**src/rtl/div_trap_pkg.sv**
```systemverilog
package div_trap_pkg;
    typedef enum logic [1:0] {
        DV_IDLE = 2'd0,
        DV_RUN  = 2'd1,
        DV_FIX  = 2'd2
    } dv_state_e;
endpackage

```
**src/rtl/div_operand_prep.sv**
```systemverilog
module div_operand_prep #(
    parameter int WIDTH = 32
) (
    input  logic [WIDTH-1:0] val_i,
    input  logic             is_signed_i,
    output logic [WIDTH-1:0] mag_o,
    output logic             neg_o
);
    always_comb begin
        neg_o = is_signed_i & val_i[WIDTH-1];
        mag_o = neg_o ? (~val_i + 1'b1) : val_i;
    end
endmodule

```
**src/rtl/div_restore_step.sv**
```systemverilog
module div_restore_step #(
    parameter int WIDTH = 32
) (
    input  logic [WIDTH-1:0] rem_i,
    input  logic [WIDTH-1:0] quo_i,
    input  logic [WIDTH-1:0] dvs_i,
    output logic [WIDTH-1:0] rem_o,
    output logic [WIDTH-1:0] quo_o
);
    logic [WIDTH:0] trial;
    logic [WIDTH:0] diff;
    logic           fits;

    always_comb begin
        trial = {rem_i, quo_i[WIDTH-1]};
        diff  = trial - {1'b0, dvs_i};
        fits  = ~diff[WIDTH];
        rem_o = fits ? diff[WIDTH-1:0] : trial[WIDTH-1:0];
        quo_o = {quo_i[WIDTH-2:0], fits};
    end
endmodule

```
**src/rtl/div_trap_eval.sv**
```systemverilog
module div_trap_eval #(
    parameter int          CAUSE_W    = 5,
    parameter int unsigned CAUSE_CODE = 5
) (
    input  logic               zero_i,
    input  logic               ee_i,
    input  logic               cfg_i,
    output logic               set_o,
    output logic               trap_o,
    output logic [CAUSE_W-1:0] cause_o
);
    always_comb begin
        set_o   = zero_i;
        trap_o  = zero_i & ee_i & cfg_i;
        cause_o = trap_o ? CAUSE_W'(CAUSE_CODE) : '0;
    end
endmodule

```
**src/rtl/int_div_trap.sv**
```systemverilog
module int_div_trap
    import div_trap_pkg::*;
#(
    parameter int          WIDTH      = 32,
    parameter int          CAUSE_W    = 5,
    parameter int unsigned CAUSE_CODE = 5
) (
    input  logic               clk,
    input  logic               rst_n,
    input  logic               start_i,
    input  logic               signed_i,
    input  logic [WIDTH-1:0]   a_i,
    input  logic [WIDTH-1:0]   b_i,
    input  logic               ee_i,
    input  logic               trap_cfg_i,
    output logic               busy_o,
    output logic               done_o,
    output logic [WIDTH-1:0]   quot_o,
    output logic               dz_set_o,
    output logic               exc_req_o,
    output logic [CAUSE_W-1:0] cause_o
);
    localparam int CNT_W = $clog2(WIDTH + 1);
    localparam logic [CNT_W-1:0] LAST_STEP = CNT_W'(WIDTH - 1);

    typedef struct packed {
        dv_state_e          st;
        logic [CNT_W-1:0]   cnt;
        logic [WIDTH-1:0]   rem;
        logic [WIDTH-1:0]   quo;
        logic [WIDTH-1:0]   dvs;
        logic               neg;
        logic               busy;
        logic               done;
        logic [WIDTH-1:0]   result;
        logic               dz;
        logic               exc;
        logic [CAUSE_W-1:0] cause;
    } dv_regs_t;

    dv_regs_t r_q, r_d;

    logic [WIDTH-1:0]   a_mag, b_mag, step_rem, step_quo;
    logic               a_neg, b_neg, b_zero, t_set, t_trap;
    logic [CAUSE_W-1:0] t_cause;

    div_operand_prep #(.WIDTH(WIDTH)) u_prep_a (
        .val_i(a_i), .is_signed_i(signed_i), .mag_o(a_mag), .neg_o(a_neg)
    );
    div_operand_prep #(.WIDTH(WIDTH)) u_prep_b (
        .val_i(b_i), .is_signed_i(signed_i), .mag_o(b_mag), .neg_o(b_neg)
    );
    div_restore_step #(.WIDTH(WIDTH)) u_step (
        .rem_i(r_q.rem), .quo_i(r_q.quo), .dvs_i(r_q.dvs),
        .rem_o(step_rem), .quo_o(step_quo)
    );

    assign b_zero = (b_i == '0);

    div_trap_eval #(.CAUSE_W(CAUSE_W), .CAUSE_CODE(CAUSE_CODE)) u_trap (
        .zero_i(b_zero), .ee_i(ee_i), .cfg_i(trap_cfg_i),
        .set_o(t_set), .trap_o(t_trap), .cause_o(t_cause)
    );

    always_comb begin
        r_d       = r_q;
        r_d.done  = 1'b0;
        r_d.dz    = 1'b0;
        r_d.exc   = 1'b0;
        r_d.cause = '0;
        unique case (r_q.st)
            DV_IDLE: begin
                if (start_i) begin
                    if (b_zero) begin
                        r_d.done   = 1'b1;
                        r_d.result = '0;
                        r_d.dz     = t_set;
                        r_d.exc    = t_trap;
                        r_d.cause  = t_cause;
                    end else begin
                        r_d.st   = DV_RUN;
                        r_d.busy = 1'b1;
                        r_d.cnt  = '0;
                        r_d.rem  = '0;
                        r_d.quo  = a_mag;
                        r_d.dvs  = b_mag;
                        r_d.neg  = a_neg ^ b_neg;
                    end
                end
            end
            DV_RUN: begin
                r_d.rem = step_rem;
                r_d.quo = step_quo;
                r_d.cnt = r_q.cnt + 1'b1;
                if (r_q.cnt == LAST_STEP) begin
                    r_d.st = DV_FIX;
                end
            end
            DV_FIX: begin
                r_d.result = r_q.neg ? (~r_q.quo + 1'b1) : r_q.quo;
                r_d.done   = 1'b1;
                r_d.busy   = 1'b0;
                r_d.st     = DV_IDLE;
            end
            default: begin
                r_d.st   = DV_IDLE;
                r_d.busy = 1'b0;
            end
        endcase
    end

    always_ff @(posedge clk or negedge rst_n) begin
        if (!rst_n) begin
            r_q <= '{st: DV_IDLE, default: '0};
        end else begin
            r_q <= r_d;
        end
    end

    assign busy_o    = r_q.busy;
    assign done_o    = r_q.done;
    assign quot_o    = r_q.result;
    assign dz_set_o  = r_q.dz;
    assign exc_req_o = r_q.exc;
    assign cause_o   = r_q.cause;

    assert_busy_done_excl_R8: assert property (@(posedge clk) disable iff (!rst_n)
        !(busy_o && done_o));
    assert_zero_fast_R4: assert property (@(posedge clk) disable iff (!rst_n)
        (start_i && !busy_o && b_i == '0) |=> (done_o && quot_o == '0));
    assert_dz_always_R5: assert property (@(posedge clk) disable iff (!rst_n)
        (start_i && !busy_o && b_i == '0) |=> dz_set_o);
    assert_dz_only_with_done_R5: assert property (@(posedge clk) disable iff (!rst_n)
        dz_set_o |-> done_o);
    assert_trap_gated_R6: assert property (@(posedge clk) disable iff (!rst_n)
        (start_i && !busy_o && !(ee_i && trap_cfg_i)) |=> !exc_req_o);
    assert_trap_implies_dz_R6: assert property (@(posedge clk) disable iff (!rst_n)
        exc_req_o |-> dz_set_o);
    assert_cause_value_R7: assert property (@(posedge clk) disable iff (!rst_n)
        exc_req_o |-> cause_o == CAUSE_W'(CAUSE_CODE));
    assert_cause_idle_R7: assert property (@(posedge clk) disable iff (!rst_n)
        !exc_req_o |-> cause_o == '0);
    assert_start_ignored_R9: assert property (@(posedge clk) disable iff (!rst_n)
        (busy_o && start_i) |=> (busy_o || done_o) && !dz_set_o);
endmodule

```
**config.mk**
```make
export PLATFORM = sky130hd
export DESIGN_NAME = int_div_trap
export DESIGN_NICKNAME = d
export VERILOG_FILES = /design/src/rtl/div_trap_pkg.sv /design/src/rtl/div_operand_prep.sv /design/src/rtl/div_restore_step.sv /design/src/rtl/div_trap_eval.sv /design/src/rtl/int_div_trap.sv
export SDC_FILE = /design/constraint.sdc
export NUM_CORES = 1
export LEC_CHECK = 0
export CORE_ASPECT_RATIO = 0.8
export CORE_MARGIN = 2
export CORE_UTILIZATION = 35
export CTS_BUF_LIST = sky130_fd_sc_hd__clkbuf_4
export DETAILED_ROUTE_END_ITERATION = 8
export SETUP_SLACK_MARGIN = 0.2
export SLEW_MARGIN = 10
export SYNTH_ARGS = -nofsm -noshare
export SYNTH_HDL_FRONTEND = slang
export SYNTH_SLANG_ARGS = --single-unit
export TNS_END_PERCENT = 100
```
**constraint.sdc**
```tcl
create_clock -name clk -period 4.12 [get_ports clk]
set_input_delay 0.618 -clock clk [delete_from_list [all_inputs] [get_ports clk]]
set_output_delay 0.618 -clock clk [all_outputs]
set_load 0.01 [all_outputs]
```
=== Word-level counts from Yosys, hierarchy flattened ===
Index checks and enable logic that the tools add are counted.

* Register bits after elaboration: 146
* Latch bits: 0
* Memory bits (writable): 0
* ROM bits: 0
* Bits of input ports: 70
* Output and inout port bits: 41
* Word-level logic and storage cells: 58
* Memories: 0

* $add $sub $neg: 5
* $mul: 0
* Div/mod/pow operators: 0
* $lt $le $gt $ge: 0
* Equal/unequal tests: 7
* Shift operators: 0
* Mux-type cells: 14
* Bitwise gates (word level): 11
* Reductions and logical operators: 9

{| class="wikitable"
|+ Operator list
! cell !! count
|-
| 146-bit two-way mux || 1
|-
| 70-bit one-hot mux with 2 select lines || 1
|-
| 32-bit two-way mux || 4
|-
| 106-bit two-way mux || 1
|-
| 32-bit by 1-bit adder with 32-bit output, second input constant || 3
|-
| 32-bit inverter || 3
|-
| 33-bit one-hot mux with 2 select lines || 1
|-
| 40-bit two-way mux || 1
|-
| 33-bit by 32-bit subtractor with 33-bit output || 1
|-
| 32-bit logical NOT || 1
|-
| 3-bit AND reduction || 5
|-
| 7-bit two-way mux || 1
|-
| 6-bit by 1-bit adder with 6-bit output, second input constant || 1
|-
| 6-bit by 5-bit == test with 1-bit output, second input constant || 1
|-
| 2-bit inequality test, second input constant || 3
|-
| 1-bit bitwise AND || 4
|-
| 2-bit one-hot mux with 2 select lines || 1
|-
| 2-bit nonzero test || 2
|-
| 3-bit two-way mux || 1
|-
| 1-bit inverter || 3
|-
| 2-bit by 1-bit == test with 1-bit output, second input constant || 1
|-
| 2-bit == test, second input constant || 1
|-
| 2-bit logical NOT || 1
|-
| 2-bit two-way mux || 1
|-
| other kinds (3) || 3
|}

=== Longest topological paths before layout ===
Gate-level depths: netlist of the first run.

* Depth after elaboration: 7
* Gate-level depth with buffers: 14
* Mapped depth without buffers: 13

=== By module ===
From an unflattened synthesis of the first run, not the netlist that was laid out.

* Cells, all modules: 1136
* Area total of the unflattened synthesis: 10784.1 µm²

{| class="wikitable"
|+ By module, submodules not included
! module !! instances !! cells each !! area an instance (µm²) !! seq. area each (µm²)
|-
| int_div_trap || 1 || 575 || 6757.7 || 3653.5
|-
| div_restore_step || 1 || 341 || 2557.5 || 0.0
|-
| div_operand_prep || 2 || 106 || 706.9 || 0.0
|-
| div_trap_eval || 1 || 8 || 55.1 || 0.0
|}

=== Worst setup path before layout of the first run ===
No wires, ideal clock.

* Kind: reg-to-reg
* Start: register r_q[105] in the netlist's numbering
* End: register r_q[119] in the netlist's numbering
* Setup time: 0.132 ns
* Arrival: 3.179 ns
* Required time: 3.988 ns
* Slack: 0.809 ns
* Cell stages (with the launch flop): 15
* Path buffers: 1
* Period minus slack after synthesis: 3.311 ns
* Cell sequence: dfrtp_1 inv_1 ha_1 inv_1 fa_1 a211oi_1 o211ai_1 a41o_1 o21a_1 o21ai_0 a21oi_1 xor2_1 clkbuf_1 mux2i_1 o21ai_1

* Cells in the longest elaborated chain, start to end: 3

{| class="wikitable"
|+ RTL lines
! what !! RTL line !! text
|-
| from (decl) || int_div_trap.sv:41 || <nowiki>dv_regs_t r_q, r_d;</nowiki>
|-
| from (signal assigned) || int_div_trap.sv:116 || <nowiki>r_q <= r_d;</nowiki>
|-
| 33-bit by 32-bit subtractor with 33-bit output || div_restore_step.sv:16 || <nowiki>diff = trial - {1'b0, dvs_i};</nowiki>
|-
| 32-bit two-way mux || div_restore_step.sv:18 || <nowiki>rem_o = fits ? diff[WIDTH-1:0] : trial[WIDTH-1:0];</nowiki>
|-
| 70-bit one-hot mux with 2 select lines || int_div_trap.sv:71 || <nowiki>unique case (r_q.st)</nowiki>
|}

Every way passes these cells.
A chain may end at the register's enable or synchronous reset.

=== Worst setup path in the final report of the first run ===
* Start: register r_q[105] in the netlist's numbering
* End: register r_q[116] in the netlist's numbering

Same word-level chain as after synthesis.

==> flow_summary.toml, run 1 <==
[critical_path]
crit_required_ps = 4550
cp.arrival_ps = 4020
r2r_cells = 14
crit_chain = "inv_1 > ha_1 > inv_1 > fa_1 > a211oi_1 > o211ai_1 > a41o_1 > o21a_1 > o21ai_0 > a21oi_1 > xor2_4 > buf_12 > mux2i_1 > o21ai_1"
critPathSlowestCell = "fa_1"
slowest_delay_ps = 410
endpoint_kind = "flop"
regToRegSetupSlack_ps = 530
crit_type = "reg -> reg"
timing.rr.end = "r_q[116]$_DFFE_PN0P_"
r2r-start = "r_q[105]$_DFFE_PN0P_"
setup.worst_path.end = "r_q[116]$_DFFE_PN0P_"
startpoint = "r_q[105]$_DFFE_PN0P_"
start_kind = "flop"
crit_fanout = 24
crit_top_cell = "inv_1"

[cts]
cts_tree = "done"
clockBufferDepth = 2
cts_root_buffer = "clkbuf_4"
postCtsSetupRepairBufs = 0
cts_hold_buffers = 0
htree_levels = 4
cts_resized = 0
clkSinkCount = 141
clk_pin_slew_ps = 130
cts_buffers = 17
insertion_delay_ps = 570

[routing]
drtPass1Iterations = 6
vias = 8165
viasPerCell = 5.224
wl_per_cell_um = 16.45
wl_um = 25710
drt_iter0_markers = 678
drc = 0
final_antenna_net_count = 0

[floorplanning]
dieArea_um2 = 28950
core_area_um2 = 27230
io_pins = 111
die_w_um = 189.7
fp-row-count = 54
start_util_pct = 35.48
die_h_um = 152.6

[synthesis]
yosysMostFrequentCell = "nand2_1"
ys.flop_type = "dfrtp_1"
synth_cell_types = 69
synth_common_cells = "147 x nand2_1, 141 x dfrtp_1, 104 x o21ai_0"
syn-instance-count = 1130
synth-edff-count = 0
syn_area_um2 = 9661
async_flop_share_pct = 100.0
ys_ff_latch = 141
synth-seq-area-share_pct = 36.52
synth_top_area_share_pct = 36.52
yosysTopAreaCell = "dfrtp_1"
avgSynthCellArea_um2 = 8.549
yosysWarnings = 0
netlist_top_cells_area = "dfrtp_1 37%, xor2_1 6.8%, nand2_1 5.7%"

[grt]
grt_pass1_vias = 7782
antenna_found_initial = 2
grt_pass1_wl_um = 41830
grt.total_usage_pct = 18.03
grt_max_degree = 85
grt_remaining_overflow = 0

[placed_design]
finalWeightedCongestion = 0.8695
dpl.hpwl_um = 19190
port_buffers = 107

[timing]
setup_violations = 0
period_needed_ps = 3594
maxSlewHeadroom_pct = 40.17
rsz0062_at_grt = "false"
tightest_slew_ps = 895.3
fmax_mhz = 278.3
hold_viol = 0
period_share_pct = 87.23
fin_setup_tns_ps = 0
fin_skew_ps = 36.30
drv_slew = 0

[power_and_ir_drop]
p_sw_share_pct = 46.51
switchingPower_mw = 4.076
peakVddDrop_uv = 604.5
power_leakage_nw = 4.678
power.internal_mw = 4.687
power.share.sequential_pct = 28.1
power_mw = 8.763
power_density_nw_per_um2 = 788.1
pwr-share-clk_pct = 9.2
comb_power_share_pct = 62.7

[cells_and_area]
n_fill_cell = 2705
drive_above_1_share_pct = 5.760
area_growth_pct = 15.09
fin_nets = 1292

[hold_path]
hold_path_class = "in -> async"

[outcome]
outcome = "finished, final reports clean"

[flow_run]
cap_viol_max_count = 0
layout by cell type, fill, tap and decap left out, types with 7 or more instances in the layout:
cell type        synthesis  final
nand3_1                 10     10
clkdlybuf4s50_1          0    106
nand4_1                 13     13
nor2_1                  46     46
nand2_1                147    147
a21o_1                  17     17
xor2_1                  75     74
and3_1                   8      8
inv_1                   60     60
clkbuf_4                 0     18
o31ai_1                 20     20
a21oi_1                 67     67
xnor2_1                 48     48
o21ai_1                 35     35
buf_4                   39     16
ha_1                    36     36
nor4_1                   7      7
dfrtp_1                141    141
nor3_1                  35     35
mux2i_1                 24     24
or3_1                    8      8
o21ai_0                104    104
o22ai_1                 13     13
or4_1                   13     13
through the flow:
| stage | utilization, % | instance area, µm² | hold slack, ps | instances | setup slack, ps |
|---|---|---|---|---|---|
| after floorplan | - | 9668 | 322.4 | 1132 | 808.5 |
| after global placement | 39.98 | 10890 | 466.8 | 1530 | 308.5 |
| after detailed placement | 39.98 | 10890 | 473.8 | 1530 | 306.2 |
| after CTS | 40.82 | 11120 | 117.0 | 1562 | 558.0 |
| after global routing | 40.83 | 11120 | 127.5 | 1563 | 224.2 |
| final | 40.83 | 11120 | 75.32 | 1563 | 526.1 |
cells by family (layout without fill, tap and decap cells):
group	count (synthesis)	after routing	synth area share [%]
buf+inv	154	220	8.069
xor+xnor	123	123	11.15
other cells	1	4	0.03882
flops	141	141	36.52
mux	25	25	2.603
compound gates	328	328	20.79
simple gates	321	321	15.96
fa+ha+maj	37	37	4.870
metal layers:
| layer | global-route usage [%] | vias up | routed length, µm |
|---|---|---|---|
| li1 | - | 4081 | - |
| met2 | 26.64 | 200 | 10950 |
| met1 | 26.67 | 3853 | 12930 |
| met5 | 0 | - | 12 |
| met3 | 3.961 | 29 | 1442 |
| met4 | 4.245 | 2 | 381 |
flip-flops by register name, summed over array words and instances (netlist names):
name and count:
busy_o 1, cause_o 1, done_o 1, dz_set_o 1
quot_o 32, r_q 105
worst max-delay path: cells and delay by family, from the launching register on:
family | cells | cell delay (ps)
xor gates and xnor gates | 1 | 320
adders and majority gates | 2 | 570
AOI/OAI and AO/OA | 7 | 1550
buffers and inverters | 3 | 370
DFF | 1 | 380
muxes | 1 | 250
layout make-up:
class | instances | area (µm²) | area share [%]
tap | 364 | 455.4 | 4.096
clock buffer | 18 | 135.1 | 1.215
multi-input combinational | 837 | 5385 | 48.44
inverter | 60 | 225.2 | 2.026
sequential | 141 | 3528 | 31.74
timing repair buffer | 128 | 1292 | 11.62
antenna | 1 | 2.502 | 0.02251
clock inverter | 14 | 93.84 | 0.8440
how the worst min path moves through the flow:
stage                               end  slack (ps)  cells past startpoint
floorplan            busy_o$_DFFE_PN0P_         320                      0
global placement    r_q[67]$_DFFE_PN0P_         470                      2
detailed placement  r_q[67]$_DFFE_PN0P_         470                      2
CTS                 r_q[68]$_DFFE_PN0P_         120                      1
global route        r_q[72]$_DFFE_PN0P_         130                      1
finish              r_q[72]$_DFFE_PN0P_          80                      1
power by group through the flow:
stage	combinational [mW]	sequential, mW	clock (mW)
final	5.49	2.46	0.804
after floorplan	4.28	2.33	0
after global routing	6.18	2.54	0.895
after detailed placement	5.49	2.49	0
after global placement	5.41	2.48	0
after CTS	5.52	2.46	0.824
No activity file was read; power rests on OpenSTA's default activity.
==> run 2: changes to the inputs <==
Settings changed: CORE_MARGIN 2 to 10, HOLD_SLACK_MARGIN set to 0.05.
==> flow_summary.toml, run 2 (synthesis results as in run 1) <==
[outcome]
outcome = "finished, final reports clean"

[cts]
clk_pin_slew_ps = 140
clockBufferDepth = 2
cts_hold_buffers = 0
htree_levels = 4
cts_root_buffer = "clkbuf_4"
clkSinkCount = 141
insertion_delay_ps = 560
cts_tree = "done"
cts_buffers = 17

[placed_design]
place_area_um2 = 10860
pre_cts_slack_ps = 241.8
dpl.hpwl_um = 20020
port_buffers = 107
finalWeightedCongestion = 0.9231
placed_cells = 1527

[critical_path]
start_kind = "flop"
crit_fanout = 5
crit_top_cell = "inv_1"
slowest_delay_ps = 420
r2r_cells = 14
crit_required_ps = 4600
r2r-start = "r_q[105]$_DFFE_PN0P_"
cp.arrival_ps = 4160
regToRegSetupSlack_ps = 440
crit_chain = "inv_1 > ha_1 > inv_1 > fa_1 > a211oi_1 > o211ai_1 > a41o_1 > o21a_1 > o21ai_0 > a21oi_1 > xor2_4 > buf_4 > nand2b_1 > o221ai_1"
timing.rr.end = "r_q[137]$_DFFE_PN0P_"
critPathSlowestCell = "fa_1"
startpoint = "r_q[105]$_DFFE_PN0P_"
endpoint_kind = "flop"
crit_type = "reg -> reg"
setup.worst_path.end = "r_q[137]$_DFFE_PN0P_"

[timing]
setup_violations = 0
fmax_mhz = 271.6
tightest_slew_ps = 980.1
setup_ws_ps = 437.8
period_needed_ps = 3682
rsz0062_at_grt = "false"
hold_viol = 0
fin_setup_tns_ps = 0
period_share_pct = 89.37
fin_hold_ws_ps = 184.5
fin_skew_ps = 26.43
maxSlewHeadroom_pct = 34.66
drv_slew = 0

[cells_and_area]
final_cells = 1565
multi_input_area_um2 = 5388
area_growth_pct = 16.32
top_register = "r_q"
fin_nets = 1292
ff_latch_area_um2 = 3528
design_area_um2 = 11240
largest_register_ff_count = 105
final_cell_mix = "146 x nand2_1, 141 x dfrtp_1, 106 x clkdlybuf4s50_1"
n_fill_cell = 2726
drive_above_1_share_pct = 6.177
final_common_cell = "nand2_1"

[grt]
grt.total_usage_pct = 15.52
grt_remaining_overflow = 0
antenna_found_initial = 6
grt_pass1_vias = 7913
grt_pass1_wl_um = 43730
grt_max_degree = 105

[power_and_ir_drop]
power_leakage_nw = 4.742
peakVddDrop_uv = 526.9
power_density_nw_per_um2 = 816.3

[routing]
drc = 0
drtPass1Iterations = 7
wl_per_cell_um = 17.20
wl_met1_um = 13370
wl_um = 26920
drt_iter0_markers = 620
vias = 8265
viasPerCell = 5.281
final_antenna_net_count = 0
wl_met2_um = 11770
routed.top_layer = "met5"
met3WireLength_um = 1443

[floorplanning]
io_pins = 111
die_w_um = 205.7
core_area_um2 = 27230
dieArea_um2 = 34690
start_util_pct = 35.48
fp-row-count = 54
die_h_um = 168.6

[flow_run]
cap_viol_max_count = 0

[hold_path]
hold_path_class = "in -> async"
run 2: power breakdown:
| part | internal, mW | switching [mW] |
|---|---|---|
| logic | 2.53 | 3.09 |
| clock network | 0.504 | 0.582 |
| registers | 1.99 | 0.482 |
| total | 5.02 | 4.15 |
run 2: cell type report:
cell class                      instances  share of cell area (%)
Antenna cell                            3                 0.06681
Inverter                               60                   2.004
Sequential cell                       141                   31.40
Clock buffer                           18                   1.203
Timing Repair Buffer                  128                   11.50
Multi-Input combinational cell        837                   47.95
Tap cell                              364                   4.053
Clock inverter                         14                   1.826
run 2: timing repair:
action	CTS	global route
setup endpoints to repair	0	21
gates resized for setup	0	1
buffers inserted	0	3
run 2: through the flow:
step	util, %	power, mW
after floorplan	-	6.612
after global placement	39.90	7.871
after detailed placement	39.90	7.971
after CTS	41.15	9.092
after global routing	41.26	10.00
final	41.27	9.173
run 2: worst min path at each step:
stage | start | endpoint | slack, ps | cells past startpoint
2_1_floorplan | rst_n | busy_o$_DFFE_PN0P_ | 320 | 0
3_3_place_gp | r_q[67]$_DFFE_PN0P_ | r_q[67]$_DFFE_PN0P_ | 470 | 2
3_5_place_dp | quot_o[28]$_DFFE_PN0P_ | quot_o[28]$_DFFE_PN0P_ | 470 | 2
4_1_cts | rst_n | r_q[69]$_DFFE_PN0P_ | 200 | 1
5_1_grt | rst_n | quot_o[27]$_DFFE_PN0P_ | 230 | 1
6_report | rst_n | r_q[69]$_DFFE_PN0P_ | 180 | 1
run 2: critical path, delay by kind of cell (launching register included):
family,cells,cell delay (ps)
DFF,1,390
AOI/OAI and AO/OA,7,1800
adders and majority gates,2,620
buffers and inverters,3,330
xor gates and xnor gates,1,240
and+or+nand+nor,1,240
run 2: routing by layer:
metal / vias up / track usage, %
met3: 24 / 3.186
met4: 6 / 3.669
li1: 4071 / -
met2: 189 / 22.97
met1: 3975 / 22.50
met5: - / 0
==> run 3: changes to the inputs <==
Settings changed: ABC_CLOCK_PERIOD_IN_PS set to 4120, PLACE_DENSITY set to 0.56, SLEW_MARGIN 10 to not set.
==> flow_summary.toml, run 3 (synthesis results as in run 1) <==
[floorplanning]
die_h_um = 168.6
fp-row-count = 54
core_area_um2 = 27230
die_w_um = 205.7
dieArea_um2 = 34690
start_util_pct = 35.48
io_pins = 111

[cells_and_area]
final_core_util_pct = 41.15
area_growth_pct = 15.98
final_cell_mix = "147 x nand2_1, 141 x dfrtp_1, 106 x clkdlybuf4s50_1"
drive_above_1_share_pct = 5.843
design_area_um2 = 11200
top_register = "r_q"
multi_input_area_um2 = 5385
largest_register_ff_count = 105
ff_latch_area_um2 = 3528
final_common_cell = "nand2_1"
fin_nets = 1292
n_fill_cell = 2735

[critical_path]
startpoint = "r_q[105]$_DFFE_PN0P_"
crit_family = "compound AO/OA/AOI/OAI gates"
r2r-start = "r_q[105]$_DFFE_PN0P_"
start_kind = "flop"
cp.arrival_ps = 3990
crit_fanout = 6
crit_required_ps = 4530
cp.buffers_inverters = 3
slowest_delay_ps = 420
critPathSlowestCell = "fa_1"
crit_top_cell = "inv_1"
crit_chain = "inv_1 > ha_1 > inv_1 > fa_1 > a211oi_1 > o211ai_1 > a41o_1 > o21a_1 > o21ai_0 > a21oi_1 > xor2_4 > buf_4 > nand2b_1 > o221ai_1"
crit_type = "reg -> reg"
endpoint_kind = "flop"

[cts]
insertion_delay_ps = 550
clk_pin_slew_ps = 130
cts_root_buffer = "clkbuf_4"
cts_tree = "done"
htree_levels = 4
clkSinkCount = 141
cts_buffers = 17
clockBufferDepth = 2

[routing]
vias = 8172
wl_um = 27030
drtPass1Iterations = 5
viasPerCell = 5.228
final_antenna_net_count = 0
drc = 0
wl_per_cell_um = 17.29
drt_iter0_markers = 573

[timing]
hold_viol = 0
drv_slew = 0
fin_skew_ps = 20.23
period_share_pct = 86.85
fmax_mhz = 279.5
period_needed_ps = 3578
setup_violations = 0
rsz0062_at_grt = "false"
tightest_slew_ps = 933.3
maxSlewHeadroom_pct = 37.63
fin_setup_tns_ps = 0

[flow_run]
cap_viol_max_count = 0

[placed_design]
place_area_um2 = 10880
finalWeightedCongestion = 0.8783
dpl.hpwl_um = 20340
port_buffers = 107

[power_and_ir_drop]
power_leakage_nw = 4.717
power_mw = 9.117
peakVddDrop_uv = 640.3
power_density_nw_per_um2 = 813.7

[grt]
use_met1_pct = 22.18
busiest_layer = "met2"
grt_pass1_wl_um = 43790
grt_remaining_overflow = 0
grt_max_degree = 93
grt.total_usage_pct = 15.63
grt_pass1_vias = 7891
grtUsageMet3_pct = 2.614
antenna_found_initial = 1
grt.met2_usage_pct = 24.15

[hold_path]
hold_path_class = "in -> async"

[outcome]
outcome = "finished, final reports clean"
run 3: cell types whose count changed in the layout (fill, tap and decap cells not counted):
cell        before  now
bufinv_16        4    3
inv_6            6    3
inv_8            1    0
clkinvlp_4       1    3
buf_4           16   15
diode_2          3    1
nand2_1        146  147
clkinv_1         0    3
nand2_2          1    0
buf_12           5    6
clkinv_2         1    0
clkinv_4         1    2
run 3: where the power goes:
group	switching (mW)	internal, mW	total [mW]	leakage (nW)
clock	0.555	0.428	0.983	0.152
combinational	3.08	2.57	5.65	2.93
sequential	0.500	1.99	2.49	1.64
run 3: final timing paths:
kind,slack (ps),cells after the start,end
setup / recovery,540,14,r_q[137]$_DFFE_PN0P_
hold / removal,140,1,r_q[69]$_DFFE_PN0P_
setup reg to reg,540,14,r_q[137]$_DFFE_PN0P_
hold reg to reg,490,2,quot_o[17]$_DFFE_PN0P_
max in group asynchronous,3200,2,r_q[91]$_DFFE_PN0P_
min in group clk,490,2,quot_o[17]$_DFFE_PN0P_
run 3: timing repair:
action	in CTS	in global routing
hold buffers	0	0
setup buffers	0	2
endpoints found under the setup margin	0	7
resized for setup	0	0
run 3: worst reg2reg max path, delay by kind of cell (launching register included):
family,cells,cell delay (ps)
AOI/OAI and AO/OA,7,1620
xor gates and xnor gates,1,310
adders and majority gates,2,600
buffers and inverters,3,320
DFF,1,390
and+or+nand+nor,1,210
run 3: area by class of cell:
| class | count | area share (%) |
|---|---|---|
| Multi-Input combinational cell | 837 | 48.06 |
| Sequential cell | 141 | 31.49 |
| Timing Repair Buffer | 128 | 11.65 |
| Tap cell | 364 | 4.065 |
| Inverter | 60 | 2.010 |
| Clock inverter | 14 | 1.496 |
| Clock buffer | 18 | 1.206 |
| Antenna cell | 1 | 0.02233 |
run 3: routing by layer:
metal  up-vias  wire, µm
li1       4064         -
met1      3941     13400
met2       153     12250
met3        14      1159
met4         0       211
met5         -         0
run 3: per-stage QoR:
| step | std cells | setup slack, ps | hold WS, ps |
|---|---|---|---|
| CTS | 1560 | 499.1 | 150.0 |
| global route | 1563 | 225.7 | 186.4 |
| floorplan | 1132 | 808.5 | 322.4 |
| finish | 1563 | 541.6 | 138.9 |
| global placement | 1528 | 298.0 | 465.0 |
| detailed placement | 1528 | 246.8 | 473.2 |
